<file path="src/rtl/dcs_pkg.sv">
package dcs_pkg;

  typedef enum logic {
    KIND_BULK  = 1'b0,
    KIND_SMALL = 1'b1
  } cmd_kind_e;

  localparam int QW_LG2   = 4;
  localparam int QW_BYTES = 1 << QW_LG2;

  // Largest of 8/4/2/1 that divides the offset and fits in room (room >= 1)
  function automatic logic [3:0] pick_small(input logic [3:0] off, input logic [3:0] room);
    if (off[2:0] == 3'd0 && room >= 4'd8) return 4'd8;
    if (off[1:0] == 2'd0 && room >= 4'd4) return 4'd4;
    if (!off[0] && room >= 4'd2)          return 4'd2;
    return 4'd1;
  endfunction

endpackage

</file>
<file path="src/rtl/dcs_req_check.sv">
module dcs_req_check #(
  parameter int LEN_W = 20
) (
  input  logic [3:0]       src_off,
  input  logic [3:0]       dst_off,
  input  logic [LEN_W-1:0] len,
  output logic             is_zero,
  output logic             is_skew
);
  assign is_zero = (len == '0);
  assign is_skew = (src_off != dst_off);
endmodule

</file>
<file path="src/rtl/dcs_piece_sel.sv">
module dcs_piece_sel
  import dcs_pkg::*;
#(
  parameter int LEN_W  = 20,
  parameter int MAX_QW = 1024
) (
  input  logic [3:0]       off,
  input  logic [LEN_W-1:0] rem,
  output cmd_kind_e        kind,
  output logic [LEN_W-1:0] bytes
);
  localparam logic [LEN_W-1:0] CAP_QW    = LEN_W'(MAX_QW);
  localparam logic [LEN_W-1:0] CAP_BYTES = LEN_W'(MAX_QW * QW_BYTES);
  localparam logic [LEN_W-1:0] QW_MASK   = ~LEN_W'(QW_BYTES - 1);

  logic [LEN_W-1:0] qw_avail;
  logic             bulk_ok;
  logic [LEN_W-1:0] bulk_bytes;
  logic [3:0]       room;
  logic [3:0]       small_bytes;

  assign qw_avail    = rem >> QW_LG2;
  assign bulk_ok     = (off == 4'd0) && (qw_avail != '0);
  assign bulk_bytes  = (qw_avail > CAP_QW) ? CAP_BYTES : (rem & QW_MASK);
  assign room        = (rem > LEN_W'(15)) ? 4'hF : rem[3:0];
  assign small_bytes = pick_small(off, room);

  always_comb begin
    if (bulk_ok) begin
      kind  = KIND_BULK;
      bytes = bulk_bytes;
    end else begin
      kind  = KIND_SMALL;
      bytes = LEN_W'(small_bytes);
    end
  end
endmodule

</file>
<file path="src/rtl/dcs_walker.sv">
module dcs_walker #(
  parameter int ADDR_W = 32,
  parameter int LEN_W  = 20
) (
  input  logic              clk,
  input  logic              rst_n,
  input  logic              accept,
  input  logic              is_zero,
  input  logic              is_skew,
  input  logic [ADDR_W-1:0] req_src,
  input  logic [ADDR_W-1:0] req_dst,
  input  logic [LEN_W-1:0]  req_len,
  input  logic              fire,
  input  logic [LEN_W-1:0]  step_bytes,
  output logic              busy,
  output logic [ADDR_W-1:0] cur_src,
  output logic [ADDR_W-1:0] cur_dst,
  output logic [LEN_W-1:0]  rem,
  output logic              step_last,
  output logic              done_q,
  output logic              err_q
);
  assign step_last = (rem == step_bytes);

  always_ff @(posedge clk) begin
    if (!rst_n) begin
      busy    <= 1'b0;
      cur_src <= '0;
      cur_dst <= '0;
      rem     <= '0;
      done_q  <= 1'b0;
      err_q   <= 1'b0;
    end else begin
      done_q <= 1'b0;
      err_q  <= 1'b0;
      if (accept) begin
        if (is_zero) begin
          done_q <= 1'b1;
        end else if (is_skew) begin
          err_q <= 1'b1;
        end else begin
          busy    <= 1'b1;
          cur_src <= req_src;
          cur_dst <= req_dst;
          rem     <= req_len;
        end
      end else if (fire) begin
        cur_src <= cur_src + ADDR_W'(step_bytes);
        cur_dst <= cur_dst + ADDR_W'(step_bytes);
        rem     <= rem - step_bytes;
        if (step_last) begin
          busy   <= 1'b0;
          done_q <= 1'b1;
        end
      end
    end
  end
endmodule

</file>
<file path="src/rtl/dma_cmd_splitter.sv">
module dma_cmd_splitter
  import dcs_pkg::*;
#(
  parameter int ADDR_W = 32,
  parameter int LEN_W  = 20,
  parameter int MAX_QW = 1024
) (
  input  logic              clk,
  input  logic              rst_n,
  input  logic              req_valid,
  output logic              req_ready,
  input  logic [ADDR_W-1:0] req_src,
  input  logic [ADDR_W-1:0] req_dst,
  input  logic [LEN_W-1:0]  req_len,
  output logic              cmd_valid,
  input  logic              cmd_ready,
  output logic              cmd_kind,
  output logic [ADDR_W-1:0] cmd_src,
  output logic [ADDR_W-1:0] cmd_dst,
  output logic [LEN_W-1:0]  cmd_bytes,
  output logic              cmd_last,
  output logic              done,
  output logic              err
);
  logic              accept;
  logic              fire;
  logic              is_zero;
  logic              is_skew;
  logic              busy;
  logic [ADDR_W-1:0] cur_src;
  logic [ADDR_W-1:0] cur_dst;
  logic [LEN_W-1:0]  rem;
  logic              step_last;
  logic [LEN_W-1:0]  step_bytes;
  cmd_kind_e         step_kind;
  logic              done_q;
  logic              err_q;

  assign req_ready = !busy;
  assign accept    = req_valid && req_ready;
  assign cmd_valid = busy;
  assign fire      = cmd_valid && cmd_ready;

  dcs_req_check #(.LEN_W(LEN_W)) u_chk_req (
    .src_off (req_src[3:0]),
    .dst_off (req_dst[3:0]),
    .len     (req_len),
    .is_zero (is_zero),
    .is_skew (is_skew)
  );

  dcs_piece_sel #(.LEN_W(LEN_W), .MAX_QW(MAX_QW)) u_sel (
    .off   (cur_src[3:0]),
    .rem   (rem),
    .kind  (step_kind),
    .bytes (step_bytes)
  );

  dcs_walker #(.ADDR_W(ADDR_W), .LEN_W(LEN_W)) u_walk (
    .clk        (clk),
    .rst_n      (rst_n),
    .accept     (accept),
    .is_zero    (is_zero),
    .is_skew    (is_skew),
    .req_src    (req_src),
    .req_dst    (req_dst),
    .req_len    (req_len),
    .fire       (fire),
    .step_bytes (step_bytes),
    .busy       (busy),
    .cur_src    (cur_src),
    .cur_dst    (cur_dst),
    .rem        (rem),
    .step_last  (step_last),
    .done_q     (done_q),
    .err_q      (err_q)
  );

  assign cmd_kind  = step_kind;
  assign cmd_src   = cur_src;
  assign cmd_dst   = cur_dst;
  assign cmd_bytes = step_bytes;
  assign cmd_last  = busy && step_last;
  assign done      = done_q;
  assign err       = err_q;
endmodule

</file>
<file path="config.mk">
export PLATFORM = sky130hd
export DESIGN_NAME = dma_cmd_splitter
export DESIGN_NICKNAME = d
export VERILOG_FILES = /design/src/rtl/dcs_pkg.sv /design/src/rtl/dcs_req_check.sv /design/src/rtl/dcs_piece_sel.sv /design/src/rtl/dcs_walker.sv /design/src/rtl/dma_cmd_splitter.sv
export SDC_FILE = /design/constraint.sdc
export NUM_CORES = 1
export LEC_CHECK = 0
export ABC_AREA = 0
export BUFFER_PORTS_ARGS = -buffer_cell sky130_fd_sc_hd__buf_2
export CAP_MARGIN = 25
export CORE_MARGIN = 1.5
export CORE_UTILIZATION = 46
export DETAILED_ROUTE_END_ITERATION = 12
export GPL_TIMING_DRIVEN = 0
export PLACE_DENSITY = 0.81
export SLEW_MARGIN = 0
export SYNTH_ARGS = -nofsm -noshare
export SYNTH_HDL_FRONTEND = slang
export SYNTH_HIERARCHICAL = 1
export SYNTH_SLANG_ARGS = --single-unit
</file>
<file path="constraint.sdc">
create_clock -name clk -period 3.9 [get_ports clk]
set_clock_uncertainty 0.2 [all_clocks]
set_input_delay 0.585 -clock clk [delete_from_list [all_inputs] [get_ports clk]]
set_output_delay 0.585 -clock clk [all_outputs]
set_load 0.05 [all_outputs]
</file>
==> flow_summary.ini <==
[hold_path]
hold_path_class = input pin to flop
min_to = u_walk/cur_src[24]$_SDFFE_PN0P_
whs_path_depth = 3
hold_start = req_src[24]

[pwr]
p_total_w = 0.003355
peakVddDrop_v = 0.0002337
p_leak_nw = 4.509
powerDensity_nw_per_um2 = 320.5

[floorplan]
initial_core_util_pct = 47.34
die_h_microns = 131.3
io_pins = 178
die_w_microns = 131.3
core_sq_um = 16000
num_rows = 46
dieArea_sq_um = 17250

[routing]
wl_microns = 33530
vias = 9867
firstDrtPassIters = 6
drc = 0
ant_nets = 0
vias_per_cell = 6.667
first_iter_violations = 1508
routedWlPerCell_microns = 22.66

[sta]
period_minus_slack_ns = 4.145
finalSetupViolCount = 14
fmax_ghz = 0.2413
fin_hold_ws_ns = 0.2711
setup_slack_ns = -0.2448
grt_setup_unrepaired = true
maxSlewViolCount = 0
slew_headroom_pct = 28.79
worst_pin_slew_ns = 1.060
hold_viol = 0
period_share_pct = 106.3

[global_routing]
grt_pass1_wl_microns = 47270
grt_pass1_vias = 8709
antenna_found_initial = 0
grt_use_total_pct = 35.01
grt_start_max_net_pins = 16
overflow = 0

[logic_synthesis]
syn_area_per_cell_sq_um = 7.492
synth_compound_area_share_pct = 31.73
ys_ff_latch = 87
synth_fa_ha_area_share_pct = 10.54
muxShareOfSynthArea_pct = 2.676
syn_inst = 1011
synth-edff-count = 0
netlist-cell-type-count = 73
async_flop_share_pct = 0
synth_top_family_by_area = compound AO/OA/AOI/OAI gates
synthXorXnorAreaFrac_pct = 5.088
yosys_warnings = 6
syn_area_sq_um = 7575
ys.flop_type = dfxtp_1
synth_simple_gate_area_share_pct = 21.85
yosysSeqAreaShare_pct = 22.99

[job]
maxCapViolCount = 0

[run_status]
status = finished with violations
violations = setup timing

[cts]
htree_levels = 3
clk-insertion-delay-late_ns = 0.36
cts_buffer_depth = 2
cts.hold.buffers_added = 0
cts-root-buf = clkbuf_16
clkTransAtPathRegs_ns = 0.07
cts_buffers = 9
cts.sinks = 87
cts_tree = done

[worst_setup_path]
reg2reg_setup_slack_ns = -0.22
crit_fanout = 6
worstPathRequired_ns = 3.12
crit-reg2reg-launch = u_walk/rem[13]$_SDFFE_PN0P_
cp-end-kind = primary output
crit_type = flop to primary output
r2r_end = u_walk/cur_src[24]$_SDFFE_PN0P_
arrival_ns = 3.36
r2r_cells = 16
startpoint_type = flop

[final_layout]
layout-drive-gt1-share_pct = 32.20
diodes = 0
seqCellArea_sq_um = 1770
multiInputGateArea_sq_um = 6336
layout_commonest_cell = buf_2
final_cell_mix = buf_2 (171), nand2_1 (117), dfxtp_1 (78), a21oi_1 (76), nor2_1 (66)
area_growth_pct = 38.19
final_core_util_pct = 65.42
nNetsFinal = 1409
fillers = 1335
final_cells = 1480

[placed_design]
port_buffers = 172
gp_congestion = 0.9971
place_inst = 1403
hpwl_microns = 22520
place_ws_ns = -0.6397
==> where the power goes <==
part	switching [W]	internal, W	leakage, nW
Combinational	0.000864	0.000563	3.65
Clock	0.000413	0.000537	0.149
Sequential	0.0000546	0.000924	0.711
==> state kept, by name, indices dropped and copies added, names as in the netlist <==
| signal | flops |
|---|---|
| u_walk/err_q | 1 |
| u_walk/busy | 1 |
| u_walk/done_q | 1 |
| u_walk/cur_dst | 32 |
| u_walk/cur_src | 32 |
| u_walk/rem | 20 |
==> how the worst max path moves through the flow <==
stage / from / to / slack [ns] / cells past startpoint
3_5_place_dp: u_walk/cur_src[1]$_SDFFE_PN0P_ / cmd_last / -0.64 / 12
5_1_grt: u_walk/rem[13]$_SDFFE_PN0P_ / cmd_last / -0.27 / 12
6_report: u_walk/cur_src[2]$_SDFFE_PN0P_ / cmd_last / -0.24 / 11
3_3_place_gp: u_walk/cur_src[1]$_SDFFE_PN0P_ / cmd_last / -0.61 / 12
4_1_cts: u_walk/rem[9]$_SDFFE_PN0P_ / cmd_last / -0.1 / 12
2_1_floorplan: u_walk/cur_src[1]$_SDFFE_PN0P_ / u_walk/rem[17]$_SDFFE_PN0P_ / -0.08 / 14
==> what timing repair did <==
action / 4_1_cts / 5_1_grt
gates resized for setup: 75 / 102
pin swaps: 40 / 51
setup buffers: 29 / 33
endpoints found under the setup margin: 38 / 50
endpoints found under the hold margin: 0 / 0
==> cell families after synthesis <==
logic type	after synthesis
xor+xnor	44
fa+ha+maj	62
simple gates	342
buf+inv	97
compound gates	358
flops	87
mux	20
other cells	1
==> worst max-delay path, stage by stage (launching register included) <==
cell and delay [ns]:
dfxtp_4 0.36, nor4_4 0.37, nand3_2 0.14, nor3b_4 0.37, buf_6 0.18, and2_4 0.21, inv_1 0.10, ha_4 0.30
nand4_1 0.21, nor4_4 0.41, and2_4 0.21, buf_8 0.14
==> cell type report <==
type	instances	share of cell area, %
inverter	43	1.566
timing repair buffer	233	13.21
clock inverter	5	0.5977
clock buffer	11	2.415
sequential	87	16.91
multi-input combinational	831	60.53
buffer	54	2.187
tap	216	2.582
==> per-stage QoR <==
stage	cell area [sq um]	TNS, ns
3_3_place_gp	8865	-10.15
3_5_place_dp	8865	-12.97
5_1_grt	10470	-2.079
6_report	10470	-1.374
4_1_cts	9756	-0.3071
2_1_floorplan	7734	-0.07888
==> synthesized netlist by cell type, types with 9 or more instances <==
cell type  number  area, sq um
and3_1         18        112.6
nand4_1        13        81.33
a211oi_1       21        157.7
nand3_1        28        140.1
o211a_1        10        100.1
a21oi_1        94        470.5
a21o_1         21        157.7
a31oi_1        11        68.82
nand2_1       120        450.4
nor2_1         66        247.7
and2_1         16        100.1
nor4_1         16        100.1
nor3_1         21        105.1
mux2i_1        18        180.2
o21ai_0        66        330.3
clkbuf_1       46        172.7
inv_1          43        161.4
o21bai_1       11        82.58
ha_1           59        738.2
xor2_1         15        131.4
nor2b_1         9        56.30
dfxtp_1        87         1742
or3_1          11        68.82
xnor2_1        29        254.0
o211ai_1       36        270.3
==> layer usage <==
layer	track usage (%)	up-vias	wire length (microns)
li1	-	4269	-
met1	45.69	4491	12050
met2	53.26	878	14330
met3	6.250	229	4650
met4	22.35	0	2496
met5	0	-	0
(Power assumes the default switching activity.)
